**src/rtl/pwm_dual_pkg.sv**
```systemverilog
// Shared codes for the dual-output PWM generator.
// Assumes: register select and mode are two-bit fields.
package pwm_dual_pkg;
    typedef enum logic [1:0] {
        MODE_INDEP    = 2'd0,
        MODE_COMP     = 2'd1,
        MODE_REDUN    = 2'd2,
        MODE_PUSHPULL = 2'd3
    } pwm_mode_e;

    localparam logic [1:0] SEL_PERIOD = 2'd0;
    localparam logic [1:0] SEL_DUTY_A = 2'd1;
    localparam logic [1:0] SEL_DUTY_B = 2'd2;
    localparam logic [1:0] SEL_MODE   = 2'd3;
endpackage

```
**src/rtl/pwm_dual_regs.sv**
```systemverilog
// Shadow and active register bank.
// Writes land in the shadow copies. The active copies reload only on wrap.
// Assumes: W > 2.
module pwm_dual_regs
    import pwm_dual_pkg::*;
#(
    parameter int W = 16
) (
    input  logic         clk,
    input  logic         rst_n,
    input  logic         wr_en,
    input  logic [1:0]   wr_sel,
    input  logic [W-1:0] wr_data,
    input  logic [1:0]   rd_sel,
    output logic [W-1:0] rd_data,
    input  logic         wrap,
    output logic [W-1:0] per_act,
    output logic [W-1:0] duty_a_act,
    output logic [W-1:0] duty_b_act,
    output logic [1:0]   mode_act
);
    logic [W-1:0] per_sh, duty_a_sh, duty_b_sh;
    logic [1:0]   mode_sh;

    // Shadow capture from the write strobe
    always_ff @(posedge clk) begin
        if (!rst_n) begin
            per_sh    <= '0;
            duty_a_sh <= '0;
            duty_b_sh <= '0;
            mode_sh   <= MODE_INDEP;
        end else if (wr_en) begin
            case (wr_sel)
                SEL_PERIOD: per_sh    <= wr_data;
                SEL_DUTY_A: duty_a_sh <= wr_data;
                SEL_DUTY_B: duty_b_sh <= wr_data;
                default:    mode_sh   <= wr_data[1:0];
            endcase
        end
    end

    // Active copy reload at the period boundary
    always_ff @(posedge clk) begin
        if (!rst_n) begin
            per_act    <= '0;
            duty_a_act <= '0;
            duty_b_act <= '0;
            mode_act   <= MODE_INDEP;
        end else if (wrap) begin
            per_act    <= per_sh;
            duty_a_act <= duty_a_sh;
            duty_b_act <= duty_b_sh;
            mode_act   <= mode_sh;
        end
    end

    // Read-back multiplexer over shadow copies
    always_comb begin
        case (rd_sel)
            SEL_PERIOD: rd_data = per_sh;
            SEL_DUTY_A: rd_data = duty_a_sh;
            SEL_DUTY_B: rd_data = duty_b_sh;
            default:    rd_data = {{(W-2){1'b0}}, mode_sh};
        endcase
    end
endmodule

```
**src/rtl/pwm_dual_timebase.sv**
```systemverilog
// Free-running period counter: counts 0..per and flags the wrap cycle.
// Assumes: per may change only on the wrap cycle.
module pwm_dual_timebase #(
    parameter int W = 16
) (
    input  logic         clk,
    input  logic         rst_n,
    input  logic [W-1:0] per,
    output logic [W-1:0] cnt,
    output logic         wrap
);
    // Wrap when the count reaches the active period
    always_comb wrap = (cnt >= per);

    // Count step, back to zero on wrap
    always_ff @(posedge clk) begin
        if (!rst_n) cnt <= '0;
        else if (wrap) cnt <= '0;
        else cnt <= cnt + 1'b1;
    end
endmodule

```
**src/rtl/pwm_dual_clamp.sv**
```systemverilog
// Duty clamp into [MIN_PULSE, per-MIN_PULSE].
// If per < 2*MIN_PULSE, the result is MIN_PULSE.
// Assumes: MIN_PULSE fits in W bits.
module pwm_dual_clamp #(
    parameter int W         = 16,
    parameter int MIN_PULSE = 8
) (
    input  logic [W-1:0] duty,
    input  logic [W-1:0] per,
    output logic [W-1:0] eff
);
    localparam logic [W:0]   TWO_MIN = (W+1)'(2 * MIN_PULSE);
    localparam logic [W-1:0] LO      = W'(MIN_PULSE);
    logic [W-1:0] hi;

    // Upper bound from the period, held at the lower bound for short periods
    always_comb hi = ({1'b0, per} >= TWO_MIN) ? (per - LO) : LO;

    // Saturate the duty into the window
    always_comb begin
        if (duty < LO) eff = LO;
        else if (duty > hi) eff = hi;
        else eff = duty;
    end
endmodule

```
**src/rtl/pwm_dual_steer.sv**
```systemverilog
// Compare and mode steering with registered outputs.
// Keeps a period-parity bit for push-pull. The bit toggles on every wrap.
// Assumes: mode and the effective duties are stable within a period.
module pwm_dual_steer
    import pwm_dual_pkg::*;
#(
    parameter int W = 16
) (
    input  logic         clk,
    input  logic         rst_n,
    input  logic [W-1:0] cnt,
    input  logic         wrap,
    input  logic [W-1:0] eff_a,
    input  logic [W-1:0] eff_b,
    input  logic [1:0]   mode,
    output logic         pwm_hi,
    output logic         pwm_lo
);
    logic odd_q;
    logic raw_a, raw_b;
    logic hi_d, lo_d;

    // Raw compares against both effective duties
    always_comb begin
        raw_a = (cnt < eff_a);
        raw_b = (cnt < eff_b);
    end

    // Route the raw pulses according to the mode
    always_comb begin
        case (pwm_mode_e'(mode))
            MODE_INDEP:    begin hi_d = raw_a;           lo_d = raw_b;          end
            MODE_COMP:     begin hi_d = raw_a;           lo_d = ~raw_a;         end
            MODE_REDUN:    begin hi_d = raw_a;           lo_d = raw_a;          end
            default:       begin hi_d = raw_a & ~odd_q;  lo_d = raw_a & odd_q;  end
        endcase
    end

    // Period parity for push-pull alternation
    always_ff @(posedge clk) begin
        if (!rst_n) odd_q <= 1'b0;
        else if (wrap) odd_q <= ~odd_q;
    end

    // Output registers
    always_ff @(posedge clk) begin
        if (!rst_n) begin
            pwm_hi <= 1'b0;
            pwm_lo <= 1'b0;
        end else begin
            pwm_hi <= hi_d;
            pwm_lo <= lo_d;
        end
    end
endmodule

```
**src/rtl/pwm_dual_gen.sv**
```systemverilog
// Top level of the multi-mode dual-output PWM generator.
// It ties together the register bank, the timebase, two duty clamps and output steering.
// Assumes: a synchronous active-low reset and a single clock.
module pwm_dual_gen
    import pwm_dual_pkg::*;
#(
    parameter int W         = 16,
    parameter int MIN_PULSE = 8
) (
    input  logic         clk,
    input  logic         rst_n,
    input  logic         wr_en,
    input  logic [1:0]   wr_sel,
    input  logic [W-1:0] wr_data,
    input  logic [1:0]   rd_sel,
    output logic [W-1:0] rd_data,
    output logic         pwm_hi,
    output logic         pwm_lo
);
    localparam int NDUTY = 2;

    logic [W-1:0] per_act, duty_a_act, duty_b_act;
    logic [1:0]   mode_act;
    logic [W-1:0] cnt_q;
    logic         wrap;
    logic [W-1:0] duty_vec [NDUTY];
    logic [W-1:0] eff_vec  [NDUTY];
    logic [W-1:0] eff_a, eff_b;

    pwm_dual_regs #(.W(W)) regs_i (
        .clk(clk), .rst_n(rst_n),
        .wr_en(wr_en), .wr_sel(wr_sel), .wr_data(wr_data),
        .rd_sel(rd_sel), .rd_data(rd_data),
        .wrap(wrap),
        .per_act(per_act), .duty_a_act(duty_a_act),
        .duty_b_act(duty_b_act), .mode_act(mode_act)
    );

    pwm_dual_timebase #(.W(W)) tb_i (
        .clk(clk), .rst_n(rst_n), .per(per_act), .cnt(cnt_q), .wrap(wrap)
    );

    // Collect both duty sources for the clamp array
    always_comb begin
        duty_vec[0] = duty_a_act;
        duty_vec[1] = duty_b_act;
    end

    for (genvar g = 0; g < NDUTY; g++) begin : g_clamp
        pwm_dual_clamp #(.W(W), .MIN_PULSE(MIN_PULSE)) clamp_i (
            .duty(duty_vec[g]), .per(per_act), .eff(eff_vec[g])
        );
    end

    // Name the clamp results
    always_comb begin
        eff_a = eff_vec[0];
        eff_b = eff_vec[1];
    end

    pwm_dual_steer #(.W(W)) steer_i (
        .clk(clk), .rst_n(rst_n), .cnt(cnt_q), .wrap(wrap),
        .eff_a(eff_a), .eff_b(eff_b), .mode(mode_act),
        .pwm_hi(pwm_hi), .pwm_lo(pwm_lo)
    );
endmodule

```
**config.mk**
```make
export PLATFORM = sky130hd
export DESIGN_NAME = pwm_dual_gen
export DESIGN_NICKNAME = d
export VERILOG_FILES = /design/src/rtl/pwm_dual_pkg.sv /design/src/rtl/pwm_dual_regs.sv /design/src/rtl/pwm_dual_timebase.sv /design/src/rtl/pwm_dual_clamp.sv /design/src/rtl/pwm_dual_steer.sv /design/src/rtl/pwm_dual_gen.sv
export SDC_FILE = /design/constraint.sdc
export NUM_CORES = 1
export LEC_CHECK = 0
export ABC_AREA = 1
export BUFFER_PORTS_ARGS = -buffer_cell sky130_fd_sc_hd__buf_2
export CORE_UTILIZATION = 55
export CTS_CLUSTER_DIAMETER = 50
export DETAILED_ROUTE_END_ITERATION = 7
export HOLD_SLACK_MARGIN = 0.03
export PLACE_DENSITY = 0.73
export SLEW_MARGIN = 20
export SYNTH_ARGS = -nofsm -noshare
export SYNTH_HDL_FRONTEND = slang
export SYNTH_SLANG_ARGS = --single-unit
```
**constraint.sdc**
```tcl
create_clock -name clk -period 5.02 [get_ports clk]
set_input_delay 1.506 -clock clk [delete_from_list [all_inputs] [get_ports clk]]
set_output_delay 1.506 -clock clk [all_outputs]
set_load 0.005 [all_outputs]
```
==> flow_summary.toml <==
[critical_path]
slowest_stage = "clkinvlp_4"
crit_path_start = "regs_i.per_act[3]"
critPathKind = "reg -> reg"
critPathTopFamily = "compound AO/OA/AOI/OAI gates"
critPathLaunchType = "register"
crit_arrival_ns = 4.86
r2r-start = "regs_i.per_act[3]"
crit_buf_inv = 2
critPathMaxFanout = 29
cpPeakStageDelay_ns = 0.41
endpoint_kind = "register"
critical_path_required_ns = 5.38
critPathMostFrequentCell = "nand2_1"

[timing]
finalSetupViolCount = 0
fin_skew_ns = 0.0102
fmax_ghz = 0.222
fin_crit_sh_pct = 89.7
setup-tns-final_ns = 0
rsz0062_at_grt = "false"
hold_viol = 0
worst_slew_pin_slew_ns = 0.975
slew_viol_final = 0
slew_headroom_pct = 34.9
min_period_ns = 4.50

[logic_synthesis]
yosysTopAreaCell = "dfxtp_1"
synth_fa_ha_area_share_pct = 14.2
yosysMostFrequentCell = "nand2_1"
synth_cell_type_count = 40
synthCells = 954
synth_xor_area_share_pct = 0.995
seq_area_frac_synth_pct = 33.8
ys_top_cells_by_count = "nand2_1, a21oi_1, dfxtp_1, o21ai_0, inv_1"
synthSimpleGateAreaFrac_pct = 18.3
syn-num-nets = 1057
synth_compound_area_share_pct = 24.3
ys_top_cells_by_area = "dfxtp_1, ha_1, a21oi_1"
syn_area_mm2 = 0.00704
yosys_warnings = 0
yosys_register_bits = 119
synthMuxAreaShare_pct = 0
synth.top_cell.area_share_pct = 33.8
synth_top_family_by_area = "compound AO/OA/AOI/OAI gates"
synth_ff_type = "dfxtp_1"
async_flop_share_pct = 0
avgSynthCellArea_um2 = 7.38
synth_edf_count = 0

[pwr]
power_leakage_nw = 3.55
ir_drop_uv = 431
power_density_mw_per_mm2 = 655

[detailed_routing]
drt_wl_total_um = 18300
dr.pass1.iters = 5
drtAntennaViolNets = 0
vias = 6560
drt_iter0_drc = 468
vias_per_cell = 5.67
wire_per_inst_um = 15.8
post-route-drc-count = 0

[job]
drv_cap = 0

[grt]
grt_pass1_wl_um = 29700
gr-total-overflow = 0
antenna_found_initial = 0
grt_max_degree = 103
grt_pass1_vias = 5903
gr-usage-all-layers_pct = 29.3

[place]
io_buffers = 40
place_hpwl_um = 13300
globalplace.congestion = 0.962
placedCellCount = 1125

[clock_tree]
clk_pin_slew_worst_paths_ns = 0.06
cts_num_sinks = 119
cts_tree = "built"
cts_inserted_buffers = 17
cts_hold_buf = 0
clk_latency_ns = 0.42
cts_max_level = 4
root_buffer = "clkbuf_16"
clock_path_buffers = 2

[worst_hold_path]
hold_class = "reg -> reg"
hp-start = "steer_i.odd_q"

[floorplanning]
ioPinCount = 41
std_cell_rows = 40
die_w_um = 115
fp.dieH_um = 115
fp.coreArea_mm2 = 0.0123
fp.dieArea_mm2 = 0.0133
start_util_pct = 57.4

[cells_and_area]
nets = 1079
n_antenna_cell = 0
utilization_pct = 65.1
drive_gt1_share_pct = 11.3
fin_cells = 1157
syn_to_final_growth_pct = 13.3

[outcome]
run_status = "completed"
==> cells in the final DEF, fill, tap and decap left out, drive strengths merged, types with 2 or more instances in the layout <==
cell / instances
buf: 47
nor4: 2
o221ai: 15
o21ai: 113
a31oi: 2
bufinv: 4
nand3: 34
a21oi: 139
nor2: 59
a211oi: 5
o22ai: 2
xor2: 7
nand4: 9
clkinvlp: 2
o221a: 2
nand2: 161
nor3b: 4
dfxtp: 119
inv: 111
clkbuf: 20
nor3: 11
ha: 80
or2: 4
clkinv: 4
o211ai: 28
==> path summary, 6_finish.rpt <==
kind	to	slack, ns	depth (start not counted)
min reg2reg	steer_i.odd_q	0.45	1
max	steer_i.pwm_lo	0.52	25
min	steer_i.odd_q	0.45	1
max reg2reg	steer_i.pwm_lo	0.52	25
==> final cells by class <==
class / instances / area, µm²
Clock buffer: 20 / 457
Clock inverter: 12 / 189
Fill cell: 1155 / 4280
Inverter: 109 / 413
Multi-Input combinational cell: 682 / 4080
Sequential cell: 119 / 2380
Tap cell: 168 / 210
Timing Repair Buffer: 47 / 253
==> where the power goes <==
group	leakage, nW	total (mW)	internal (mW)	switching, mW
clock	0.312	1.32	0.864	0.460
sequential	0.974	1.24	1.09	0.150
combinational	2.27	2.67	0.904	1.77
==> cells by family after synthesis <==
kind of cell    Yosys count
compound gates          309
xor+xnor                  8
fa+ha+maj                80
buf+inv                 153
flops                   119
simple gates            285
==> timing repair <==
item,4_1_cts,5_1_grt
endpoints found under the hold margin,0,0
setup buffers,0,0
gates resized for setup,0,1
setup endpoints to repair,0,1
==> registers in the layout, summed over array words and instances, names as in the netlist, 2 cells and up <==
register           cells
regs_i.duty_a_sh      16
regs_i.duty_b_sh      16
regs_i.mode_act        2
regs_i.duty_a_act     16
tb_i.cnt              16
regs_i.duty_b_act     16
regs_i.per_sh         16
regs_i.mode_sh         2
regs_i.per_act        16
==> metal layers <==
layer  up-vias  global-route usage (%)  wire, µm  share of wire [%]
met4         0                    8.57       378                2.1
met5         -                       0         0                  0
met1      2955                    41.2      8840                 48
li1       3336                       -         -                  -
met2       235                    45.1      7870                 43
met3        34                    5.96      1220                6.6
==> metrics by stage <==
stage          total power [mW]  setup slack, ns  hold WS (ns)  area [µm²]
2_1_floorplan              3.27             1.11         0.415        7040
3_3_place_gp               3.83            0.736         0.434        7330
3_5_place_dp               3.86            0.626         0.444        7330
4_1_cts                    5.20            0.606         0.451        7980
5_1_grt                    5.71          0.00150         0.471        7980
6_report                   5.23            0.520         0.448        7980
Note: power is estimated with default switching activity, not from simulation.
